$ cat config.mk
export PLATFORM = sky130hd
export DESIGN_NAME = isr_intc
export DESIGN_NICKNAME = d
export VERILOG_FILES = /design/src/rtl/isr_intc_pkg.sv /design/src/rtl/intc_first_set.sv /design/src/rtl/intc_cfg.sv /design/src/rtl/intc_isr.sv /design/src/rtl/isr_intc.sv
export SDC_FILE = /design/constraint.sdc
export NUM_CORES = 1
export LEC_CHECK = 0
export BUFFER_PORTS_ARGS = -buffer_cell sky130_fd_sc_hd__buf_2
export CAP_MARGIN = 30
export CORE_ASPECT_RATIO = 0.5
export CORE_MARGIN = 1.5
export CORE_UTILIZATION = 54
export DETAILED_ROUTE_END_ITERATION = 8
export GPL_ROUTABILITY_DRIVEN = 0
export PLACE_DENSITY = 0.78
export SETUP_SLACK_MARGIN = 0.15
export SLEW_MARGIN = 20
export SYNTH_ARGS = -nofsm -noshare
export SYNTH_HDL_FRONTEND = slang
export SYNTH_SLANG_ARGS = --single-unit
$ cat constraint.sdc
create_clock -name clk -period 4.1 [get_ports clk]
set_clock_uncertainty 0.1 [all_clocks]
set_input_delay 0.82 -clock clk [delete_from_list [all_inputs] [get_ports clk]]
set_output_delay 0.82 -clock clk [all_outputs]
set_load 0.05 [all_outputs]
$ cat src/rtl/isr_intc_pkg.sv
// Shared definitions for the in-service interrupt controller.
// Assumes: nothing beyond IEEE 1800-2017.
package isr_intc_pkg;

    // Kind of end-of-interrupt command as seen on the eoi_specific pin.
    typedef enum logic {
        EOI_TOP   = 1'b0,   // clear most urgent in-service bit
        EOI_NAMED = 1'b1    // clear the bit named by the command
    } eoi_kind_e;

endpackage

$ cat src/rtl/intc_first_set.sv
// Finds the lowest-numbered set bit of a vector (highest priority).
// Assumes: idx is 0 when no bit is set; callers qualify with found.
module intc_first_set #(
    parameter int W     = 8,
    parameter int IDX_W = (W > 1) ? $clog2(W) : 1
) (
    input  logic [W-1:0]     vec,
    output logic             found,
    output logic [IDX_W-1:0] idx
);

    // Scan from the top down so the lowest set index is kept last.
    always_comb begin
        found = 1'b0;
        idx   = '0;
        for (int i = W - 1; i >= 0; i--) begin
            if (vec[i]) begin
                found = 1'b1;
                idx   = IDX_W'(i);
            end
        end
    end

endmodule

$ cat src/rtl/intc_cfg.sv
// Holds the per-line mask and mode words, loaded as whole words.
// Assumes: reset masks every line and puts every line in handshake mode.
module intc_cfg #(
    parameter int N = 8
) (
    input  logic         clk,
    input  logic         rst_n,
    input  logic         mask_we,
    input  logic [N-1:0] mask_val,
    input  logic         mode_we,
    input  logic [N-1:0] mode_val,
    output logic [N-1:0] mask_q,
    output logic [N-1:0] mode_q
);

    // Mask and mode registers with synchronous reset.
    always_ff @(posedge clk) begin
        if (!rst_n) begin
            mask_q <= '1;
            mode_q <= '1;
        end else begin
            if (mask_we) mask_q <= mask_val;
            if (mode_we) mode_q <= mode_val;
        end
    end


    cfg_reset_chk: assert property (@(posedge clk)
        !rst_n |=> (mask_q == '1 && mode_q == '1));


    cfg_mask_load_chk: assert property (@(posedge clk) disable iff (!rst_n)
        !mask_we |=> $stable(mask_q));

endmodule

$ cat src/rtl/intc_isr.sv
// In-service register: one bit per line with a handler in progress.
// Applies the end-of-interrupt clear first, then the acknowledge set.
// Assumes: set_en is only raised for lines in handshake mode.
module intc_isr
    import isr_intc_pkg::*;
#(
    parameter int N     = 8,
    parameter int IDX_W = (N > 1) ? $clog2(N) : 1
) (
    input  logic             clk,
    input  logic             rst_n,
    input  logic             eoi_valid,
    input  eoi_kind_e        eoi_kind,
    input  logic [IDX_W-1:0] eoi_line,
    input  logic             set_en,
    input  logic [IDX_W-1:0] set_line,
    output logic [N-1:0]     isr_q,
    output logic [N-1:0]     isr_nxt
);

    logic             top_found;
    logic [IDX_W-1:0] top_idx;
    logic [N-1:0]     clr_vec;
    logic [N-1:0]     set_vec;

    intc_first_set #(.W(N), .IDX_W(IDX_W)) i_top (
        .vec   (isr_q),
        .found (top_found),
        .idx   (top_idx)
    );

    // Decode the end-of-interrupt and acknowledge into bit vectors.
    always_comb begin
        clr_vec = '0;
        set_vec = '0;
        if (eoi_valid) begin
            if (eoi_kind == EOI_NAMED) clr_vec[eoi_line] = 1'b1;
            else if (top_found)        clr_vec[top_idx]  = 1'b1;
        end
        if (set_en) set_vec[set_line] = 1'b1;
        isr_nxt = (isr_q & ~clr_vec) | set_vec;
    end

    // In-service state register.
    always_ff @(posedge clk) begin
        if (!rst_n) isr_q <= '0;
        else        isr_q <= isr_nxt;
    end


    isr_reset_chk: assert property (@(posedge clk)
        !rst_n |=> (isr_q == '0));


    isr_top_clear_chk: assert property (@(posedge clk) disable iff (!rst_n)
        (eoi_valid && eoi_kind == EOI_TOP && isr_q != '0 && !set_en)
        |=> ($countones(isr_q) == $countones($past(isr_q)) - 1));


    isr_named_idle_chk: assert property (@(posedge clk) disable iff (!rst_n)
        (eoi_valid && eoi_kind == EOI_NAMED && !isr_q[eoi_line] && !set_en)
        |=> $stable(isr_q));

endmodule

$ cat src/rtl/isr_intc.sv
// Interrupt controller top.
// Masks the request lines, blocks lines already in service, and picks
// the lowest-numbered survivor. It forwards that line to the CPU only
// when it outranks every in-service line. It also drives the peripheral
// acknowledges according to each line's mode.
// Assumes: cpu_ack is a one-cycle pulse; mode 1 = handshake, 0 = legacy.
module isr_intc
    import isr_intc_pkg::*;
#(
    parameter int NUM_LINES = 8,
    parameter int LINE_W    = (NUM_LINES > 1) ? $clog2(NUM_LINES) : 1
) (
    input  logic                 clk,
    input  logic                 rst_n,
    input  logic [NUM_LINES-1:0] irq_in,
    input  logic                 cfg_mask_we,
    input  logic [NUM_LINES-1:0] cfg_mask_val,
    input  logic                 cfg_mode_we,
    input  logic [NUM_LINES-1:0] cfg_mode_val,
    input  logic                 cpu_ack,
    input  logic                 eoi_valid,
    input  logic                 eoi_specific,
    input  logic [LINE_W-1:0]    eoi_line,
    output logic                 cpu_req,
    output logic [LINE_W-1:0]    cpu_vector,
    output logic [NUM_LINES-1:0] dev_ack
);

    localparam int N = NUM_LINES;

    logic [N-1:0]      mask_q;
    logic [N-1:0]      mode_q;
    logic [N-1:0]      isr_q;
    logic [N-1:0]      isr_nxt;
    logic [N-1:0]      elig;
    logic [N-1:0]      dack_nxt;
    logic              best_found;
    logic [LINE_W-1:0] best_idx;
    logic              svc_found;
    logic [LINE_W-1:0] svc_idx;
    logic              fwd;
    logic              ack_take;
    logic [LINE_W-1:0] line_q;
    eoi_kind_e         eoi_kind;

    intc_cfg #(.N(N)) i_cfg (
        .clk      (clk),
        .rst_n    (rst_n),
        .mask_we  (cfg_mask_we),
        .mask_val (cfg_mask_val),
        .mode_we  (cfg_mode_we),
        .mode_val (cfg_mode_val),
        .mask_q   (mask_q),
        .mode_q   (mode_q)
    );

    // An acknowledge counts only while a request is being presented.
    assign ack_take = cpu_ack && cpu_req;
    assign eoi_kind = eoi_kind_e'(eoi_specific);

    intc_isr #(.N(N), .IDX_W(LINE_W)) i_isr (
        .clk       (clk),
        .rst_n     (rst_n),
        .eoi_valid (eoi_valid),
        .eoi_kind  (eoi_kind),
        .eoi_line  (eoi_line),
        .set_en    (ack_take && mode_q[line_q]),
        .set_line  (line_q),
        .isr_q     (isr_q),
        .isr_nxt   (isr_nxt)
    );

    // Candidates: requesting, unmasked, not in service after this cycle.
    assign elig = irq_in & ~mask_q & ~isr_nxt;

    intc_first_set #(.W(N), .IDX_W(LINE_W)) i_best (
        .vec   (elig),
        .found (best_found),
        .idx   (best_idx)
    );

    intc_first_set #(.W(N), .IDX_W(LINE_W)) i_svc (
        .vec   (isr_nxt),
        .found (svc_found),
        .idx   (svc_idx)
    );

    // Forward only when the candidate strictly outranks all in-service lines.
    assign fwd = best_found && (!svc_found || (best_idx < svc_idx));

    // Per-line peripheral acknowledge: early for handshake, late for legacy.
    for (genvar k = 0; k < N; k++) begin : g_dack
        assign dack_nxt[k] =
            (fwd && best_idx == LINE_W'(k) && mode_q[k]
                 && !(cpu_req && line_q == LINE_W'(k)))
         || (ack_take && line_q == LINE_W'(k) && !mode_q[k]);
    end

    // Output and forwarded-line registers.
    always_ff @(posedge clk) begin
        if (!rst_n) begin
            cpu_req    <= 1'b0;
            line_q     <= '0;
            cpu_vector <= '0;
            dev_ack    <= '0;
        end else begin
            cpu_req <= fwd;
            line_q  <= best_idx;
            dev_ack <= dack_nxt;
            if (ack_take) cpu_vector <= line_q;
        end
    end


    top_reset_chk: assert property (@(posedge clk)
        !rst_n |=> (!cpu_req && dev_ack == '0 && cpu_vector == '0));


    top_outrank_chk: assert property (@(posedge clk) disable iff (!rst_n)
        cpu_req |-> ((isr_q & ((N'(2) << line_q) - N'(1))) == '0));


    top_vec_hold_chk: assert property (@(posedge clk) disable iff (!rst_n)
        !ack_take |=> $stable(cpu_vector));


    top_legacy_ack_chk: assert property (@(posedge clk) disable iff (!rst_n)
        ((dev_ack & ~$past(mode_q)) != '0) |-> $past(cpu_ack && cpu_req));

endmodule

==> impl_metrics.py <==
metrics = {
    "status": {
        "status": "finished clean",
    },
    "timing": {
        "rsz0062_at_grt": "false",
        "period_needed_ps": 3712,
        "relSlewSlack_pct": 68.56,
        "slew_violations": 0,
        "setup_viol": 0,
        "worst_slew_pin_slew_ps": 470.9,
        "worst_slack_ps": 388.2,
        "hold_viol_final": 0,
        "timing.fmax_mhz": 269.4,
        "period_share_pct": 90.53,
    },
    "cts": {
        "clock_latency_ps": 300,
        "cts_tree": "yes",
        "cts_hold_buffers": 0,
        "numCtsBuffers": 5,
        "clockBufferDepth": 2,
        "numClockSinks": 39,
        "h-tree-depth": 2,
        "post_cts_buffers": 0,
        "clock-root-buffer": "clkbuf_8",
        "clkSlewWorstSetupHoldPaths_ps": 80,
    },
    "power_and_ir_drop": {
        "p_leak_nw": 1.083,
        "vdd_drop_max_uv": 293.4,
        "p_per_area_nw_per_um2": 361.2,
    },
    "setup_path": {
        "crit_family": "simple AND/OR/NAND/NOR gates",
        "crit_buf_inv": 1,
        "critPathSlowestCell": "or4b_1",
        "cp.arrival_ps": 3830,
        "cp_max_fo": 9,
        "cp.required_ps": 4220,
        "worstSetupStartpointType": "input port",
        "slowest_delay_ps": 610,
        "path_class": "input port to flip-flop",
        "path_cells": "buf_2 -> or4b_1 -> o311a_1 -> or4b_1 -> nand4bb_1 -> a21oi_1 -> ha_1 -> a21oi_1 -> nand3_1 -> o32ai_2 -> o21ai_1 -> o31ai_1",
        "cp-end-kind": "flip-flop",
    },
    "global_routing": {
        "grt_max_degree": 26,
        "grt_first_pass_wirelength_um": 8887,
        "antenna_found_initial": 0,
        "grt_pass1_vias": 1760,
        "globalRouteTotalUtil_pct": 27.89,
        "grt_overflow_total": 0,
    },
    "cells_and_area": {
        "fin_area_sq_um": 2507,
        "drive_above_1_share_pct": 23.86,
        "fin_nets": 320,
        "num_antenna_cells": 0,
        "layout_common_cells": "buf_2 (45), dfxtp_1 (39), nand2_1 (29)",
        "fillCellCount": 297,
        "final_common_cell": "buf_2",
        "syn2layout_area_growth_pct": 19.64,
    },
    "job": {
        "cap_violations": 0,
    },
    "logic_synthesis": {
        "ys.flop_type": "dfxtp_1",
        "synth_nets": 273,
        "ys_seq_area_share_pct": 37.25,
        "synth_edf_count": 0,
        "ys_ff_latch": 39,
        "synth_cell_types": 58,
        "synth_area_sq_um": 2096,
        "postSynthAreaPerCell_sq_um": 8.843,
        "ys_async_sr_fraction_pct": 0,
        "syn_inst": 237,
        "ys_warn_count": 0,
    },
    "floorplanning": {
        "start_util_pct": 58.77,
        "dieWidth_um": 91.10,
        "dieArea_sq_um": 4286,
        "ios": 46,
        "coreArea_sq_um": 3566,
        "row_count": 15,
        "die_h_um": 47.05,
    },
    "detailed_routing": {
        "drc_errors": 0,
        "ant_nets": 0,
        "wl_um": 5578,
        "via_count": 2005,
        "drtPass1Iterations": 5,
        "drtIter0Drc": 220,
        "viasPerCell": 5.967,
        "wl_per_cell_um": 16.60,
    },
    "place": {
        "io_buffers": 45,
        "place_area_sq_um": 2387,
        "dpl.hpwl_um": 4345,
        "post-place-ws_ps": -1.913,
    },
    "hold_path": {
        "hp-class": "flip-flop to flip-flop",
    },
}
-- stage by stage --
step / power (W) / hold slack (ps) / utilization, % / instances / TNS [ps]
2_1_floorplan: 0.0005343 / 332.0 / - / 237 / 0
3_3_place_gp: 0.0005806 / 341.2 / 66.95 / 328 / 0
3_5_place_dp: 0.0005843 / 346.7 / 66.95 / 328 / -1.913
4_1_cts: 0.0009052 / 357.4 / 70.11 / 336 / 0
5_1_grt: 0.0009417 / 394.8 / 70.32 / 336 / 0
6_report: 0.0009056 / 355.2 / 70.32 / 336 / 0
-- routing by layer --
| layer | GRT usage [%] | up-vias | share of wire, % | wire length (um) |
|---|---|---|---|---|
| li1 | - | 983 | - | - |
| met2 | 41.34 | 95 | 40 | 2241 |
| met5 | 0 | - | 0 | 0 |
| met1 | 39.82 | 922 | 48 | 2682 |
| met3 | 8.091 | 5 | 11 | 601 |
| met4 | 8.438 | 0 | 0.95 | 53 |
-- worst paths after layout --
check                start       endpoint  slack (ps)  cells after the start
min          cpu_vector[0]  cpu_vector[0]         360                      2
max reg2reg      line_q[0]     dev_ack[4]         600                     11
max           eoi_specific     dev_ack[4]         390                     12
min reg2reg  cpu_vector[0]  cpu_vector[0]         360                      2
-- where the power goes --
part | total, W | switching [W] | internal [W]
sequential | 0.000417 | 0.0000208 | 0.000396
combinational | 0.000164 | 0.0000966 | 0.0000674
clock | 0.000325 | 0.000144 | 0.000181
total | 0.000906 | 0.000261 | 0.000644
-- state kept, by name (all words and copies together) (netlist names) --
register and cells:
i_cfg.mask_q 8, cpu_vector 3, cpu_req 1, line_q 3, i_isr.isr_q 8, i_cfg.mode_q 8
dev_ack 8
-- worst min-delay path, delay by kind of cell (launching register included) --
family	cells	cell delay, ps
compound gates	1	50
flops	1	310
simple gates	1	50
-- layout make-up --
type / count / area [sq um] / area share (%)
multi-input combinational: 183 / 1265 / 50.45
tap: 51 / 63.81 / 2.545
clock buffer: 5 / 68.82 / 2.745
sequential: 39 / 780.7 / 31.14
timing repair buffer: 51 / 270.3 / 10.78
clock inverter: 3 / 43.79 / 1.747
inverter: 4 / 15.01 / 0.5988
-- Yosys cell counts (all sizes together) (3+ instances only) --
cell / count / area (sq um)
nor2b: 5 / 31.28
o21ai: 11 / 55.05
nand2: 30 / 115.1
a32oi: 3 / 26.28
nor4b: 3 / 26.28
clkbuf: 10 / 37.54
nor2: 13 / 48.80
mux2i: 17 / 170.2
o31ai: 4 / 30.03
o211ai: 4 / 30.03
or3: 6 / 37.54
o311ai: 3 / 43.80
a21oi: 9 / 45.04
dfxtp: 39 / 780.8
nand2b: 9 / 56.30
inv: 4 / 15.01
nor3: 4 / 20.02
nand4b: 4 / 35.03
nand3: 7 / 35.03
a211oi: 3 / 27.52
and3: 6 / 37.54
and2: 5 / 31.28
-- logic make-up after synthesis --
kind of cell	count (synthesis)	synth area share (%)
muxes	18	8.657
DFF	39	37.25
and+or+nand+nor	106	28.24
buffers and inverters	15	2.746
adders and majority gates	2	1.194
AOI/OAI and AO/OA	57	21.91
-- what timing repair did --
item,4_1_cts,5_1_grt
endpoints found under the setup margin,0,6
resized for setup,0,1
endpoints found under the hold margin,0,0
Power figures use the tool's default switching activity.
